`src/rtl/opa_pkg.sv`:
```
package opa_pkg;
  localparam int BYTE_W = 8;
  localparam int ADDR_W = 16;
  localparam int FIELD_W = 3;

  localparam logic [BYTE_W-1:0] OP_PFX_IX = 8'hDD;
  localparam logic [BYTE_W-1:0] OP_PFX_IY = 8'hFD;
  localparam logic [FIELD_W-1:0] CODE_MEM = 3'b110;

  typedef enum logic [1:0] {
    PFX_NONE = 2'd0,
    PFX_IX   = 2'd1,
    PFX_IY   = 2'd2
  } pfx_e;

  typedef enum logic [2:0] {
    PAIR_BC = 3'd0,
    PAIR_DE = 3'd1,
    PAIR_HL = 3'd2,
    PAIR_SP = 3'd3,
    PAIR_IX = 3'd4,
    PAIR_IY = 3'd5
  } pair_e;
endpackage

```
`src/rtl/opa_prefix_track.sv`:
```
module opa_prefix_track
  import opa_pkg::*;
#(
  parameter int BW = BYTE_W
) (
  input  logic          clk_i,
  input  logic          rst_ni,
  input  logic          valid_i,
  input  logic [BW-1:0] byte_i,
  output logic          is_prefix_o,
  output pfx_e          prefix_o
);
  pfx_e prefix_q, prefix_d;

  assign is_prefix_o = (byte_i == OP_PFX_IX) || (byte_i == OP_PFX_IY);

  always_comb begin
    prefix_d = prefix_q;
    if (valid_i) begin
      if (byte_i == OP_PFX_IX)      prefix_d = PFX_IX;
      else if (byte_i == OP_PFX_IY) prefix_d = PFX_IY;
      else                          prefix_d = PFX_NONE; // consumed by this opcode
    end
  end

  always_ff @(posedge clk_i or negedge rst_ni) begin
    if (!rst_ni) prefix_q <= PFX_NONE;
    else         prefix_q <= prefix_d;
  end

  assign prefix_o = prefix_q;

  a_r2_dd_sets_ix: assert property (@(posedge clk_i) disable iff (!rst_ni)
    (valid_i && byte_i == OP_PFX_IX) |=> (prefix_o == PFX_IX));
  a_r3_fd_sets_iy: assert property (@(posedge clk_i) disable iff (!rst_ni)
    (valid_i && byte_i == OP_PFX_IY) |=> (prefix_o == PFX_IY));
  a_r4_clears: assert property (@(posedge clk_i) disable iff (!rst_ni)
    (valid_i && byte_i != OP_PFX_IX && byte_i != OP_PFX_IY) |=> (prefix_o == PFX_NONE));
  a_r4_holds: assert property (@(posedge clk_i) disable iff (!rst_ni)
    !valid_i |=> $stable(prefix_o));
endmodule

```
`src/rtl/opa_reg_field.sv`:
```
module opa_reg_field
  import opa_pkg::*;
#(
  parameter int FW = FIELD_W
) (
  input  logic [FW-1:0] code_i,
  output logic [FW-1:0] reg_o,
  output logic          mem_o
);
  assign reg_o = code_i;
  assign mem_o = (code_i == CODE_MEM);
endmodule

```
`src/rtl/opa_ea_calc.sv`:
```
module opa_ea_calc
  import opa_pkg::*;
#(
  parameter int AW = ADDR_W,
  parameter int BW = BYTE_W
) (
  input  pfx_e          prefix_i,
  input  logic [AW-1:0] hl_i,
  input  logic [AW-1:0] ix_i,
  input  logic [AW-1:0] iy_i,
  input  logic [BW-1:0] disp_i,
  output logic [AW-1:0] ea_o
);
  localparam int EXT_W = AW - BW;

  logic [AW-1:0] base, offs;

  always_comb begin
    unique case (prefix_i)
      PFX_IX:  begin base = ix_i; offs = {{EXT_W{disp_i[BW-1]}}, disp_i}; end
      PFX_IY:  begin base = iy_i; offs = {{EXT_W{disp_i[BW-1]}}, disp_i}; end
      default: begin base = hl_i; offs = '0; end
    endcase
  end

  assign ea_o = base + offs; // wraps at 2^AW
endmodule

```
`src/rtl/opa_addr_gen.sv`:
```
module opa_addr_gen
  import opa_pkg::*;
#(
  parameter int AW = ADDR_W,
  parameter int BW = BYTE_W
) (
  input  logic          clk_i,
  input  logic          rst_ni,
  input  logic          byte_valid_i,
  input  logic [BW-1:0] opcode_i,
  input  logic [BW-1:0] disp_i,
  input  logic [AW-1:0] hl_i,
  input  logic [AW-1:0] ix_i,
  input  logic [AW-1:0] iy_i,
  input  logic [AW-1:0] sp_i,
  output logic          decode_valid_o,
  output logic [1:0]    prefix_o,
  output logic [2:0]    dst_reg_o,
  output logic          dst_mem_o,
  output logic [2:0]    src_reg_o,
  output logic          src_mem_o,
  output logic          mem_op_o,
  output logic [2:0]    pair_sel_o,
  output logic [AW-1:0] pair_val_o,
  output logic [AW-1:0] ea_o
);
  localparam int NFIELD = 2; // 0: source, 1: destination
  localparam int EXT_W  = AW - BW;

  pfx_e              prefix;
  logic              is_prefix;
  logic [FIELD_W-1:0] fld_code [NFIELD];
  logic [FIELD_W-1:0] fld_reg  [NFIELD];
  logic [NFIELD-1:0]  fld_mem;
  pair_e             pair_sel;

  opa_prefix_track #(.BW(BW)) u_track (
    .clk_i       (clk_i),
    .rst_ni      (rst_ni),
    .valid_i     (byte_valid_i),
    .byte_i      (opcode_i),
    .is_prefix_o (is_prefix),
    .prefix_o    (prefix)
  );

  assign fld_code[0] = opcode_i[2:0];
  assign fld_code[1] = opcode_i[5:3];

  for (genvar g = 0; g < NFIELD; g++) begin : g_field
    opa_reg_field #(.FW(FIELD_W)) u_field (
      .code_i (fld_code[g]),
      .reg_o  (fld_reg[g]),
      .mem_o  (fld_mem[g])
    );
  end

  opa_ea_calc #(.AW(AW), .BW(BW)) u_ea (
    .prefix_i (prefix),
    .hl_i     (hl_i),
    .ix_i     (ix_i),
    .iy_i     (iy_i),
    .disp_i   (disp_i),
    .ea_o     (ea_o)
  );

  always_comb begin
    pair_val_o = '0;
    unique case (opcode_i[5:4])
      2'b00: pair_sel = PAIR_BC;
      2'b01: pair_sel = PAIR_DE;
      2'b10: begin
        unique case (prefix)
          PFX_IX:  begin pair_sel = PAIR_IX; pair_val_o = ix_i; end
          PFX_IY:  begin pair_sel = PAIR_IY; pair_val_o = iy_i; end
          default: begin pair_sel = PAIR_HL; pair_val_o = hl_i; end
        endcase
      end
      default: begin pair_sel = PAIR_SP; pair_val_o = sp_i; end
    endcase
  end

  assign decode_valid_o = byte_valid_i && !is_prefix;
  assign src_reg_o      = fld_reg[0];
  assign dst_reg_o      = fld_reg[1];
  assign src_mem_o      = fld_mem[0];
  assign dst_mem_o      = fld_mem[1];
  assign mem_op_o       = decode_valid_o && (|fld_mem);
  assign prefix_o       = prefix;
  assign pair_sel_o     = pair_sel;

  a_r1_reset_none: assert property (@(posedge clk_i)
    !rst_ni |=> (prefix_o == PFX_NONE) || rst_ni);
  a_r6_mem_needs_decode: assert property (@(posedge clk_i) disable iff (!rst_ni)
    mem_op_o |-> decode_valid_o);
  a_r7_plain_hl: assert property (@(posedge clk_i) disable iff (!rst_ni)
    (prefix_o == PFX_NONE) |-> (ea_o == hl_i));
  a_r8_ix_offset: assert property (@(posedge clk_i) disable iff (!rst_ni)
    (prefix_o == PFX_IX) |-> (AW'(ea_o - ix_i) == {{EXT_W{disp_i[BW-1]}}, disp_i}));
  a_r8_iy_offset: assert property (@(posedge clk_i) disable iff (!rst_ni)
    (prefix_o == PFX_IY) |-> (AW'(ea_o - iy_i) == {{EXT_W{disp_i[BW-1]}}, disp_i}));
  a_r9_hl_only_plain: assert property (@(posedge clk_i) disable iff (!rst_ni)
    (pair_sel_o == PAIR_HL) |-> (prefix_o == PFX_NONE));
  a_r10_decode_needs_byte: assert property (@(posedge clk_i) disable iff (!rst_ni)
    decode_valid_o |-> byte_valid_i);
endmodule

```
`config.mk`:
```
export PLATFORM = sky130hd
export DESIGN_NAME = opa_addr_gen
export DESIGN_NICKNAME = d
export VERILOG_FILES = /design/src/rtl/opa_pkg.sv /design/src/rtl/opa_prefix_track.sv /design/src/rtl/opa_reg_field.sv /design/src/rtl/opa_ea_calc.sv /design/src/rtl/opa_addr_gen.sv
export SDC_FILE = /design/constraint.sdc
export NUM_CORES = 1
export LEC_CHECK = 0
export CAP_MARGIN = 20
export CELL_PAD_IN_SITES_DETAIL_PLACEMENT = 1
export CELL_PAD_IN_SITES_GLOBAL_PLACEMENT = 1
export CORE_MARGIN = 2
export CORE_UTILIZATION = 19
export CTS_CLUSTER_DIAMETER = 60
export CTS_CLUSTER_SIZE = 40
export DETAILED_ROUTE_END_ITERATION = 16
export GPL_ROUTABILITY_DRIVEN = 1
export GPL_TIMING_DRIVEN = 0
export MAX_ROUTING_LAYER = met4
export PLACE_DENSITY = 0.87
export SYNTH_ARGS = -nofsm -noshare
export SYNTH_HDL_FRONTEND = slang
export SYNTH_SLANG_ARGS = --single-unit
```
`constraint.sdc`:
```
create_clock -name clk_i -period 3.4 [get_ports clk_i]
set_clock_uncertainty 0.05 [all_clocks]
set_input_delay 0.85 -clock clk_i [delete_from_list [all_inputs] [get_ports clk_i]]
set_output_delay 0.85 -clock clk_i [all_outputs]
set_load 0.005 [all_outputs]
```
# ---- Yosys cells after proc, flatten, opt, wreduce, memory -nomap -nowiden
# Cells that the tools add are included.
dict set report totals {
  regBits 2
  latchBits 0
  ram_bits 0
  romBits 0
  out_inout_bits 47
  word_cells 25
  memories 0
}
dict set report op_classes {
  addsub 1
  mul 0
  n_div 0
  n_lt_le_gt_ge 0
  n_eq_ne 8
  n_shift 0
  n_mux 7
  n_bitwise 0
  n_reduce_logical 8
}
# op n
set ops {}
lappend ops {{$pmux 16 s2} 2}
lappend ops {{$add 16x16->16} 1}
lappend ops {{$eq 8x8->1 const B} 2}
lappend ops {{$mux 16} 1}
lappend ops {{$pmux 3 s3} 1}
lappend ops {{$eq 3x3->1 const B} 2}
lappend ops {{$pmux 3 s2} 1}
lappend ops {{$reduce_or 2->1} 3}
lappend ops {{$eq 2x1->1 const B} 2}
lappend ops {{$eq 2x2->1 const B} 2}
lappend ops {{$mux 2} 2}
lappend ops {{$logic_and 1x1->1} 2}
lappend ops {{$logic_not 2->1} 1}
lappend ops {{$logic_not 1->1} 1}
lappend ops {{$logic_or 1x1->1} 1}

# ---- Depth between registers and ports, before layout
dict set report logic_depth {
  ltp_word 5
  mapped_depth 13
  mapped_depth_nobuf 11
}

# ---- Cells and area by module
# A second synthesis with hierarchy kept.
dict set report hier_totals {
  hier_cells 279
  area_unflattened_um2 2133.3
}
# mod instances cells_each area_each_um2 seq_area_each_um2
set modules_own_cells {}
lappend modules_own_cells {opa_ea_calc 1 156 1062.3 0.0}
lappend modules_own_cells {opa_addr_gen 1 104 884.6 0.0}
lappend modules_own_cells {opa_prefix_track 1 11 123.9 50.0}
lappend modules_own_cells {opa_reg_field 2 4 31.3 0.0}

# ---- Worst setup path after synthesis
# No wires, ideal clock.
dict set report synth_path {
  path_type {reg2out}
  startpoint {register u_track.prefix_q[0] (netlist: u_track.prefix_o[0])}
  endpoint {output port ea_o[14]}
  t_arrival_ns 2.739
  t_required_ns 2.500
  path_slack_ns -0.239
  path_stages_with_launch 14
  path_cell_list {dfrtp_1 inv_1 ha_1 clkbuf_1 buf_2 a22oi_1 o21ai_0 ha_1 fa_1 a21o_1 nand3_1 a211oi_2 a221o_1 nor4_1}
}
dict set report synth_between {
  elab_chain_cells 4
}
# element line
set synth_lines {}
lappend synth_lines {{start, declared} opa_prefix_track.sv:13} ;# pfx_e prefix_q, prefix_d;
lappend synth_lines {{start signal, assigned} opa_prefix_track.sv:28} ;# else prefix_q <= prefix_d;
lappend synth_lines {{$eq 2x1->1 / $eq 2x2->1 (equally long branches)} opa_ea_calc.sv:19} ;# unique case (prefix_i)
lappend synth_lines {{$reduce_or 2->1 (no line)} -}
lappend synth_lines {{$mux 16} opa_ea_calc.sv:19}
lappend synth_lines {{$add 16x16->16 *} opa_ea_calc.sv:26} ;# assign ea_o = base + offs;
lappend synth_lines {{end, declared} opa_addr_gen.sv:25} ;# output logic [AW-1:0] ea_o
# Every way passes the cells marked *; elsewhere a longest branch is shown, timed or not.

# ---- Worst setup path after layout
# Same ends and word-level chain as after synthesis.

==> metrics.csv <==
stage,metric,value,unit
synth,yosysSeqAreaShare,3.16,%
drt,finalWirelength,11.4,mm
cells_and_area,design_area,4300,µm²
die,die_area,9090,µm²
die,fp.dieH,95.3,µm
synth,synth_warnings,0,
run_status,violations,setup timing,
die,initial_core_util,19.5,%
global_route,overflow,0,
timing,setup_slack,-564,ps
synth,synth_top_area_share,13.4,%
cells_and_area,final_util,52.8,%
drt,viasPerCell,4.93,
timing,setup_viol,14,
timing,fmax,252,MHz
cells_and_area,final_cell_count_no_fill,549,
place,dpl.hpwl,6.71,mm
drt,num_vias,2705,
cts,clk_pin_slew_worst_paths,30,ps
cells_and_area,largest_reg_flops,2,
synth,synth_cells,223,
die,core-area,8130,µm²
global_route,grt_usage,23.0,%
drt,drtAntennaViolNets,0,
setup_path,rr_worst_depth,4,
place,pre_cts_slack,-1380,ps
die,fp-row-count,33,
place,io_buffers,129,
synth,synthFlopType,dfrtp_1,
synth,async_reset_ff_share,100,%
cts,cts.sinks,2,
timing,slew_viol_final,0,
global_route,grt_pass1_wl,15.5,mm
synth,ys_top_cells_by_area,"ha_1 (13%), nor2b_1 (10%), mux2i_1 (9.5%)",
synth,netlist_area,1590,µm²
run_status,status,"complete, but fails checks",
power,leakage,1.97,nW
worst_hold_path,holdPathStages,3,
power,worst_ir_drop_vdd,0.0000729,V
setup_path,cp_slowest_cell,dfrtp_2,
drt,drt-wirelength-per-cell,20.7,µm
global_route,antenna_found_initial,0,
timing,fin_crit_sh,117,%
run,maxCapViolations,0,
cts,cts-htree-levels,1,
setup_path,critPathKind,reg -> out,
global_route,grt_max_degree,11,
cts,cts_buffers,3,
cts,ctsLongestPathBuffers,2,
die,io_pins,130,
cells_and_area,syn_to_final_growth,171,%
place,dpl-instance-area,3070,µm²
drt,drc,0,
setup_path,cp_max_fo,5,
cts,clock-root-buffer,clkbuf_8,
place,dp.cells,457,
global_route,first_global_vias,2968,
setup_path,slowest_delay,430,ps
setup_path,crit_chain,inv_2 -> ha_4 -> clkbuf_16 -> nand2_1 -> o21ai_2 -> buf_6 -> fa_2 -> a21o_1 -> nand3_2 -> a211oi_4 -> buf_4 -> a221o_1 -> nor4_2 -> buf_2,
power,p_per_area,110,nW/µm²
cells_and_area,n_antenna_cell,0,
cts,cts_tree,yes,
worst_hold_path,hp-class,reg -> reg,
timing,slew_headroom,79.2,%
setup_path,end_kind,output pin,
cells_and_area,drive_above_1_share,47.5,%
timing,fin_tns_setup,-5780,ps
timing,rsz0062_at_grt,yes,
place,gp_congestion,0.887,
synth,synth_fp_nets,324,
setup_path,critical_path_arrival,3060,ps
setup_path,start_kind,register,
synth,synthDistinctLibCells,47,
synth,synth-edff-count,0,
timing,worst_slew_pin_slew,312,ps
synth,ys_ff_latch,2,
drt,drt_iter0_drc,49,
synth,avgSynthCellArea,7.11,µm²
power,total_power,471,µW
timing,hold_viol,0,
cells_and_area,fin_nets,547,
timing,period_minus_slack,3960,ps
synth,synth.largest_area_cell,ha_1,
setup_path,worstPathRequired,2500,ps
die,die_w,95.3,µm
timing,hold_slack,728,ps
drt,drt_first_pass_iters,4,
cts,clock_latency,210,ps
layout make-up:
type,count,area [µm²]
clock buffer,3,41.3
buffer,16,213
multi-input combinational,198,1910
fill,941,3840
inverter,4,15.0
tap,105,131
sequential,2,52.6
timing repair buffer,221,1930
placed cells by master, fill, tap and decap left out, types with 4 or more instances in the layout:
| cell type | netlist | routed |
|---|---|---|
| a21o_1 | 8 | 7 |
| a21oi_1 | 10 | 4 |
| a21oi_2 | 1 | 4 |
| a22oi_1 | 15 | 5 |
| a22oi_2 | 1 | 11 |
| buf_12 | 0 | 4 |
| buf_2 | 2 | 14 |
| buf_4 | 6 | 88 |
| buf_6 | 0 | 10 |
| clkbuf_16 | 0 | 4 |
| clkbuf_2 | 0 | 4 |
| clkdlybuf4s15_1 | 0 | 4 |
| clkdlybuf4s50_1 | 0 | 77 |
| dlygate4sd2_1 | 0 | 28 |
| ha_1 | 17 | 4 |
| ha_2 | 0 | 4 |
| ha_4 | 0 | 9 |
| mux2i_1 | 15 | 14 |
| nand2_1 | 26 | 21 |
| nor2_1 | 9 | 9 |
| nor2b_1 | 26 | 20 |
| nor2b_4 | 0 | 5 |
| nor3_1 | 4 | 4 |
| o21ai_1 | 0 | 4 |
| o21ai_2 | 0 | 12 |
| xnor2_1 | 10 | 9 |
cells in the mapped netlist, types with 4 or more instances:
master and n:
nand2_1 26, nor3_1 4, a21oi_1 10, a21o_1 8, inv_1 4, mux2i_1 15
nor2b_1 26, buf_4 6, a22oi_1 15, xnor2_1 10, o21ai_0 18, nor2_1 9
clkbuf_1 9, ha_1 17
kinds of logic (layout without fill, tap and decap cells):
| group | count (synthesis) | count (layout) | share of synthesized area (%) |
|---|---|---|---|
| simple gates | 80 | 80 | 26.0 |
| compound gates | 71 | 71 | 31.5 |
| buf+inv | 23 | 244 | 7.02 |
| fa+ha+maj | 18 | 18 | 14.7 |
| mux | 16 | 16 | 10.4 |
| xor+xnor | 13 | 13 | 7.18 |
| flops | 2 | 2 | 3.16 |
layer usage:
layer / global-route usage [%] / share of wire, % / vias up
met3: 3.32 / 4.6 / 20
li1: - / - / 1258
met2: 44.8 / 56 / 100
met5: - / 0 / -
met1: 23.9 / 38 / 1327
met4: 5.56 / 2.1 / 0
worst max-delay path, delay by kind of cell (launching register included):
family                     cells  cell delay, ps
and+or+nand+nor                3             340
DFF                            1             430
buffers and inverters          5             710
AOI/OAI and AO/OA              4             740
adders and majority gates      2             630
timing repair:
action                     CTS  global route
gates resized for setup    209            42
hold buffers                 0             0
pin swaps                   73            22
setup endpoints to repair   37            22
setup buffers               73            21
where the power goes:
part	switching, mW	total (mW)	internal, mW	leakage (nW)
sequential	0.000181	0.0243	0.0241	0.0246
clock	0.0167	0.0914	0.0747	0.0216
combinational	0.140	0.356	0.215	1.92
total	0.157	0.471	0.314	1.97
path summary, 6_finish.rpt:
kind	from	end	slack, ps
max in group asynchronous	rst_ni	u_track.prefix_o[0]	2410
setup reg to reg	u_track.prefix_o[0]	u_track.prefix_o[0]	2370
hold reg to reg	u_track.prefix_o[1]	u_track.prefix_o[1]	730
min in group asynchronous	rst_ni	u_track.prefix_o[1]	760
setup / recovery	u_track.prefix_o[0]	ea_o[14]	-560
hold / removal	u_track.prefix_o[1]	u_track.prefix_o[1]	730
Power figures use the tool's default switching activity.
